File: config.mk
export PLATFORM = sky130hd
export DESIGN_NAME = tone_gate_gen
export DESIGN_NICKNAME = d
export VERILOG_FILES = /design/src/rtl/tone_pkg.sv /design/src/rtl/tone_key_sync.sv /design/src/rtl/tone_divider.sv /design/src/rtl/tone_port_steer.sv /design/src/rtl/tone_gate_gen.sv
export SDC_FILE = /design/constraint.sdc
export NUM_CORES = 1
export LEC_CHECK = 0
export BUFFER_PORTS_ARGS = -buffer_cell sky130_fd_sc_hd__buf_2
export CAP_MARGIN = 20
export CORE_AREA = 10 10 47 49
export DETAILED_ROUTE_END_ITERATION = 16
export DIE_AREA = 0 0 57 59
export PLACE_DENSITY = 0.69
export SLEW_MARGIN = 20
export SYNTH_ARGS = -nofsm -noshare
export SYNTH_HDL_FRONTEND = slang
export SYNTH_HIERARCHICAL = 1
export SYNTH_SLANG_ARGS = --single-unit
File: constraint.sdc
create_clock -name clk_i -period 1.6 [get_ports clk_i]
set_input_delay 0.32 -clock clk_i [delete_from_list [all_inputs] [get_ports clk_i]]
set_output_delay 0.32 -clock clk_i [all_outputs]
set_load 0.05 [all_outputs]
File: src/rtl/tone_pkg.sv
package tone_pkg;

  // Divider half-period in clock cycles, rounded to nearest.
  function automatic int unsigned half_cycles(input int unsigned clk_hz,
                                              input int unsigned tone_hz);
    return (clk_hz + tone_hz) / (2 * tone_hz);
  endfunction

  // Carrier gate: path enabled, transmit selected, and forced or keyed.
  function automatic logic gate_open(input logic en, input logic tx_sel,
                                     input logic force_on, input logic key_s);
    return en & tx_sel & (force_on | key_s);
  endfunction

endpackage

File: src/rtl/tone_key_sync.sv
module tone_key_sync #(
  parameter int unsigned STAGES = 2
) (
  input  logic clk_i,
  input  logic rst_ni,
  input  logic key_i,
  output logic key_s_o
);
  localparam int unsigned SW = (STAGES < 2) ? 2 : STAGES;

  logic [SW-1:0] sh_q;

  always_ff @(posedge clk_i or negedge rst_ni) begin
    if (!rst_ni) sh_q <= '0;
    else         sh_q <= {sh_q[SW-2:0], key_i};
  end

  assign key_s_o = sh_q[SW-1];
endmodule

File: src/rtl/tone_divider.sv
module tone_divider #(
  parameter int unsigned HALF = 1000
) (
  input  logic clk_i,
  input  logic rst_ni,
  input  logic gate_i,
  output logic restart_o,
  output logic tone_o
);
  localparam int unsigned CW = (HALF > 2) ? $clog2(HALF) : 1;
  localparam logic [CW-1:0] LAST = CW'(HALF - 1);

  logic          gate_q;
  logic [CW-1:0] cnt_q;
  logic          phase_q;

  assign restart_o = gate_i & ~gate_q;

  always_ff @(posedge clk_i or negedge rst_ni) begin
    if (!rst_ni) begin
      gate_q  <= 1'b0;
      cnt_q   <= '0;
      phase_q <= 1'b0;
    end else begin
      gate_q <= gate_i;
      if (!gate_i) begin
        cnt_q   <= '0;
        phase_q <= 1'b0;
      end else if (restart_o) begin
        cnt_q   <= '0;
        phase_q <= 1'b1;
      end else if (cnt_q == LAST) begin
        cnt_q   <= '0;
        phase_q <= ~phase_q;
      end else begin
        cnt_q <= cnt_q + 1'b1;
      end
    end
  end

  // Output is gated combinationally so a closing gate silences it at once.
  assign tone_o = phase_q & gate_i;
endmodule

File: src/rtl/tone_port_steer.sv
module tone_port_steer (
  input  logic en_i,
  input  logic tx_sel_i,
  output logic tx_en_o,
  output logic rx_en_o
);
  assign tx_en_o = en_i & tx_sel_i;
  assign rx_en_o = en_i & ~tx_sel_i;
endmodule

File: src/rtl/tone_gate_gen.sv
module tone_gate_gen #(
  parameter int unsigned CLK_HZ      = 44_000_000,
  parameter int unsigned TONE_HZ     = 22_000,
  parameter int unsigned SYNC_STAGES = 2
) (
  input  logic clk_i,
  input  logic rst_ni,
  input  logic en_i,
  input  logic tone_force_i,
  input  logic tx_sel_i,
  input  logic key_i,
  output logic tone_o,
  output logic tx_port_en_o,
  output logic rx_port_en_o
);
  import tone_pkg::*;

  localparam int unsigned HALF_CYC = half_cycles(CLK_HZ, TONE_HZ);

  logic key_s_w;
  logic gate_w;
  logic restart_w;

  tone_key_sync #(.STAGES(SYNC_STAGES)) u_sync (
    .clk_i   (clk_i),
    .rst_ni  (rst_ni),
    .key_i   (key_i),
    .key_s_o (key_s_w)
  );

  assign gate_w = gate_open(en_i, tx_sel_i, tone_force_i, key_s_w);

  tone_divider #(.HALF(HALF_CYC)) u_div (
    .clk_i     (clk_i),
    .rst_ni    (rst_ni),
    .gate_i    (gate_w),
    .restart_o (restart_w),
    .tone_o    (tone_o)
  );

  tone_port_steer u_steer (
    .en_i     (en_i),
    .tx_sel_i (tx_sel_i),
    .tx_en_o  (tx_port_en_o),
    .rx_en_o  (rx_port_en_o)
  );
endmodule

==> impl_metrics.ini, run 1 <==
[floorplanning]
dieArea_um2 = 3360
die_y_um = 59
core-area_um2 = 1400
die_w_um = 57
start_util_pct = 45.8
placementRows = 14
ioPinCount = 9

[global_routing]
grt_max_degree = 15
grt_pass1_vias = 460
antenna_found_initial = 0
grt.total_usage_pct = 7.26
grt_pass1_wl_um = 1900
grt.overflow.total = 0

[route]
route.detailed.drc = 0
ant_nets = 0
drt-total-wl_um = 1140
drt_iter0_drc = 5
vias = 490
wl_per_cell_um = 12.1
viasPerCell = 5.21
drt_first_pass_iters = 2

[critical_path]
cp.required_ns = 1.28
path_class = register to output pin
crit_fanout = 4
regToRegSetupSlack_ns = 0.09
startpoint_type = register
end_kind = output pin
arrival_ns = 1.23

[pwr]
p_leak_uw = 0.000325
internal_power_uw = 460
p_sw_share_pct = 21.8
pwr-share-clk_pct = 31.7
combPwrFrac_pct = 6.8
finalPower_uw = 589
ir_drop_uv = 693
netSwitchingPower_uw = 129
power.density_nw_per_um2 = 765
p_seq_share_pct = 61.5

[finish]
nNetsFinal = 87
area_growth_syn_to_layout_pct = 19.9
design_area_um2 = 769
final_util_pct = 54.9
final_cell_mix = dfrtp_1 (14), nor2_1 (10), buf_2 (8)
final_common_cell = dfrtp_1
nFillCells = 119
drive_above_1_share_pct = 25.6
antenna_cells = 0

[synth]
avgSynthCellArea_um2 = 10.2
syn_nets = 70
ys_warn_count = 6
syn_area_um2 = 642
syn-instance-count = 63

[clock_tree]
clkTransAtPathRegs_ns = 0.07
htreeDepth = 1
clk_path_buf_depth = 2
cts-buffers-inserted = 3
cts_tree = built
cts.sinks = 14
clock_latency_ns = 0.27
cts-root-buf = clkbuf_4

[sta]
drv_slew = 0
worstMarginPinSlew_ns = 0.301
setup_ws_ns = 0.0486
hold_viol = 0
fin_crit_ns = 1.55
fmax_mhz = 645
slew-limit-headroom_pct = 79.9
setup_violations = 0
final.period_utilization_pct = 97.0
holdWs_ns = 0.153
clock_skew_ns = 0.000905

[status]
outcome = completed

[min_path]
holdCritPathClass = input port to register

[run]
drv_cap = 0

[placement]
io_buffers = 8
place_area_um2 = 717
place_ws_ns = 0.0468
dp_hpwl_um = 860
gp_congestion = 0.739
-- layer usage --
layer	share of wire [%]	track usage, %
met1	45	7.86
met2	48	10.5
met4	1.1	6.04
met5	0	0
met3	6.1	3.43
-- power by group through the flow --
| stage | clock (uW) | sequential [uW] | combinational, uW |
|---|---|---|---|
| 2_1_floorplan | 0 | 368 | 19.8 |
| 3_3_place_gp | 0 | 369 | 37.9 |
| 3_5_place_dp | 0 | 369 | 38.8 |
| 4_1_cts | 195 | 362 | 40.6 |
| 5_1_grt | 209 | 363 | 43.5 |
| 6_report | 187 | 362 | 39.9 |
-- what timing repair did --
item | 4_1_cts | 5_1_grt
resized for setup | 0 | 2
hold endpoints to repair | 14 | 0
endpoints found under the setup margin | 0 | 1
hold buffers | 1 | 0
setup buffers | 0 | 1
-- state kept, by name (all words and copies together), names as in the netlist --
register and cells:
u_div/gate_q 1, u_div/phase_q 1, u_div/cnt_q 10, u_sync/sh_q 2
-- area by class of cell --
class	count	area (um2)	share of cell area (%)
timing repair buffer	12	72.6	9.43
clock buffer	3	22.5	2.93
inverter	3	11.3	1.46
sequential	14	350	45.5
multi-input combinational	46	293	38.0
tap	16	20.0	2.60
-- through the flow --
step / setup TNS [ns] / cells
floorplan: 0 / 63
global placement: 0 / 89
detailed placement: 0 / 89
CTS: 0 / 93
global route: -0.0119 / 94
finish: 0 / 94
-- worst max-delay path, stage by stage (launching register included) --
cell     delay [ns]
dfrtp_1        0.36
o211a_1        0.26
and2_1         0.14
buf_2          0.20
-- worst paths after layout --
kind,end,startpoint,cells past startpoint
setup / recovery,tone_o,u_sync/sh_q[1],3
min in group asynchronous,u_div/cnt_q[1],rst_ni,2
setup reg to reg,u_div/phase_q,u_div/cnt_q[0],5
hold reg to reg,u_sync/sh_q[1],u_sync/sh_q[0],0
max in group asynchronous,u_sync/sh_q[0],rst_ni,2
hold / removal,u_sync/sh_q[0],key_i,1
(Power assumes the default switching activity.)
==> run 2, diff against run 1 <==
--- a/config.mk
+++ b/config.mk
@@ -10,9 +10,8 @@
 export CORE_AREA = 10 10 47 49
 export DETAILED_ROUTE_END_ITERATION = 16
 export DIE_AREA = 0 0 57 59
-export PLACE_DENSITY = 0.69
+export PLACE_DENSITY = 0.7
 export SLEW_MARGIN = 20
 export SYNTH_ARGS = -nofsm -noshare
 export SYNTH_HDL_FRONTEND = slang
-export SYNTH_HIERARCHICAL = 1
 export SYNTH_SLANG_ARGS = --single-unit
==> impl_metrics.ini, run 2 <==
[critical_path]
regToRegStartpoint = u_div.cnt_q[0]
cp_num_buf_inv = 1
cp_cell_sequence = o211a_1 > and2_4 > buf_6
critPathMaxStageDelay_ns = 0.36
slowest_stage = dfrtp_1
end_kind = output pin
critPathTopFamily = flip-flops
r2r-end = u_div.cnt_q[7]
crit_fanout = 5
regToRegSetupSlack_ns = 0.11
reg2regPathDepth = 5
cp.required_ns = 1.28
startpoint_type = register
path_class = register to output pin
arrival_ns = 1.20

[sta]
clock_skew_ns = 0.000749
slew-limit-headroom_pct = 77.0
fin_crit_ns = 1.52
fmax_mhz = 657
setup_violations = 0
tns_ns = 0
hold_viol = 0
rsz0062_at_grt = false
worstMarginPinSlew_ns = 0.342
final.period_utilization_pct = 95.1
drv_slew = 0
setup_ws_ns = 0.0788

[floorplanning]
die_y_um = 59
ioPinCount = 9
placementRows = 14
core-area_um2 = 1400
start_util_pct = 47.2
die_w_um = 57
dieArea_um2 = 3360

[global_routing]
grt_pass1_wl_um = 1990
grt_pass1_vias = 458
grt.overflow.total = 0
grt.total_usage_pct = 7.66
antenna_found_initial = 0
grt_max_degree = 15

[pwr]
p_seq_share_pct = 61.4
ir_drop_uv = 552
p_sw_share_pct = 21.9
p_leak_uw = 0.000340
internal_power_uw = 460
pwr-share-clk_pct = 31.9
combPwrFrac_pct = 6.7
power.density_nw_per_um2 = 757
netSwitchingPower_uw = 129

[finish]
area_growth_syn_to_layout_pct = 17.6
largest_registers = u_div.cnt_q: 10 flops, u_sync.sh_q: 2 flops
final_common_cell = dfrtp_1
drive_above_1_share_pct = 23.1
largest-register = u_div.cnt_q
antenna_cells = 0
final_cell_mix = dfrtp_1 (14), nor2_1 (12), buf_2 (7)
largest_register_ffs = 10
nFillCells = 120
design_area_um2 = 778
nNetsFinal = 87

[placement]
dp_hpwl_um = 946
place_area_um2 = 737
io_buffers = 8
place_ws_ns = 0.110
gp_congestion = 0.854

[clock_tree]
cts_tree = built
htreeDepth = 1
cts.sinks = 14
post-cts-setup-buffers = 0
cts-buffers-inserted = 3
clock_latency_ns = 0.27
clkTransAtPathRegs_ns = 0.07
cts-root-buf = clkbuf_4
clk_path_buf_depth = 2

[route]
drt_iter0_drc = 11
vias = 488
viasPerCell = 5.19
route.detailed.drc = 0
ant_nets = 0
wl_per_cell_um = 12.6
drt-total-wl_um = 1180
drt_first_pass_iters = 4

[synth]
ys_ff_latch = 14
netlist.area_leader.share_pct = 52.9
yosysMostFrequentCell = dfrtp_1
synth-edff-count = 0
ys_warn_count = 0
syn_area_um2 = 662
synth-main-ff-cell = dfrtp_1
synth.area.top_cells = dfrtp_1 (53%), nor2_1 (6.8%), xnor2_1 (5.3%)
syn_nets = 71
avgSynthCellArea_um2 = 10.3
synth.distinct_cells = 25
synth_commonest_cells = dfrtp_1 (14), nor2_1 (12), nand2_1 (4), nand3_1 (4), xnor2_1 (4)
synth.largest_area_cell = dfrtp_1
syn-instance-count = 64
async_reset_ff_share_pct = 100
seq_area_frac_synth_pct = 52.9

[run]
drv_cap = 0

[min_path]
hold_end = u_sync.sh_q[0]
min_path_cells = 1
holdCritPathClass = input port to register
min-delay-start = key_i

[status]
outcome = completed
[run 2: cell types whose count changed in the layout (fill, tap and decap cells not counted), sizes merged, moves of 2 or more]
| cell | previous run | this run |
|---|---|---|
| nand3 | 6 | 4 |
| a21oi | 3 | 1 |
| a31oi | 2 | 0 |
| nor2 | 10 | 12 |
[run 2: metrics by stage]
step | utilization (%) | hold slack (ns) | total power, uW | instances
floorplan | - | 0.0244 | 388 | 64
global placement | 52.6 | 0.229 | 406 | 90
detailed placement | 52.6 | 0.227 | 407 | 90
CTS | 55.1 | 0.144 | 597 | 94
global route | 55.5 | 0.135 | 619 | 94
finish | 55.5 | 0.149 | 589 | 94
[run 2: logic make-up (layout without fill, tap and decap cells)]
kind of cell	after synthesis	after routing	share of synthesized area (%)
buf+inv	4	18	2.84
simple gates	31	31	24.2
compound gates	8	8	10.2
fa+ha+maj	1	1	1.89
flops	14	14	52.9
xor+xnor	6	6	7.94
[run 2: per-layer routing]
layer	GRT usage (%)	part of all wire [%]
met3	2.79	3.0
met4	5.03	1.7
met2	12.9	51
met1	7.86	44
met5	0	0
[run 2: power by group through the flow]
stage,sequential (uW),combinational [uW],clock [uW]
2_1_floorplan,368,19.7,0
3_3_place_gp,369,37.0,0
3_5_place_dp,369,37.7,0
4_1_cts,362,40.0,195
5_1_grt,363,43.5,212
6_report,362,39.7,188
[run 2: what timing repair did]
| item | CTS | global route |
|---|---|---|
| pin swaps | 0 | 1 |
| gates resized for setup | 1 | 2 |
| endpoints found under the setup margin | 1 | 1 |
| hold endpoints to repair | 14 | 0 |
| hold buffers | 1 | 0 |
[run 2: layout make-up]
| cell class | count | area [um2] | area share (%) |
|---|---|---|---|
| tap | 16 | 20.0 | 2.57 |
| clock buffer | 3 | 22.5 | 2.89 |
| timing repair buffer | 12 | 78.8 | 10.1 |
| multi-input combinational | 46 | 295 | 37.9 |
| sequential | 14 | 350 | 45.0 |
| inverter | 3 | 11.3 | 1.45 |
[run 2: worst max-delay path by stage]
stage	from	end	slack, ns	cells past startpoint
floorplan	u_div.cnt_q[0]	u_div.cnt_q[7]	0.11	5
global placement	u_div.cnt_q[0]	u_div.cnt_q[3]	0.14	5
detailed placement	u_div.cnt_q[0]	u_div.cnt_q[4]	0.11	5
CTS	u_sync.sh_q[1]	tone_o	0.01	3
global route	u_div.cnt_q[0]	u_div.cnt_q[4]	0.002	5
finish	u_sync.sh_q[1]	tone_o	0.08	3
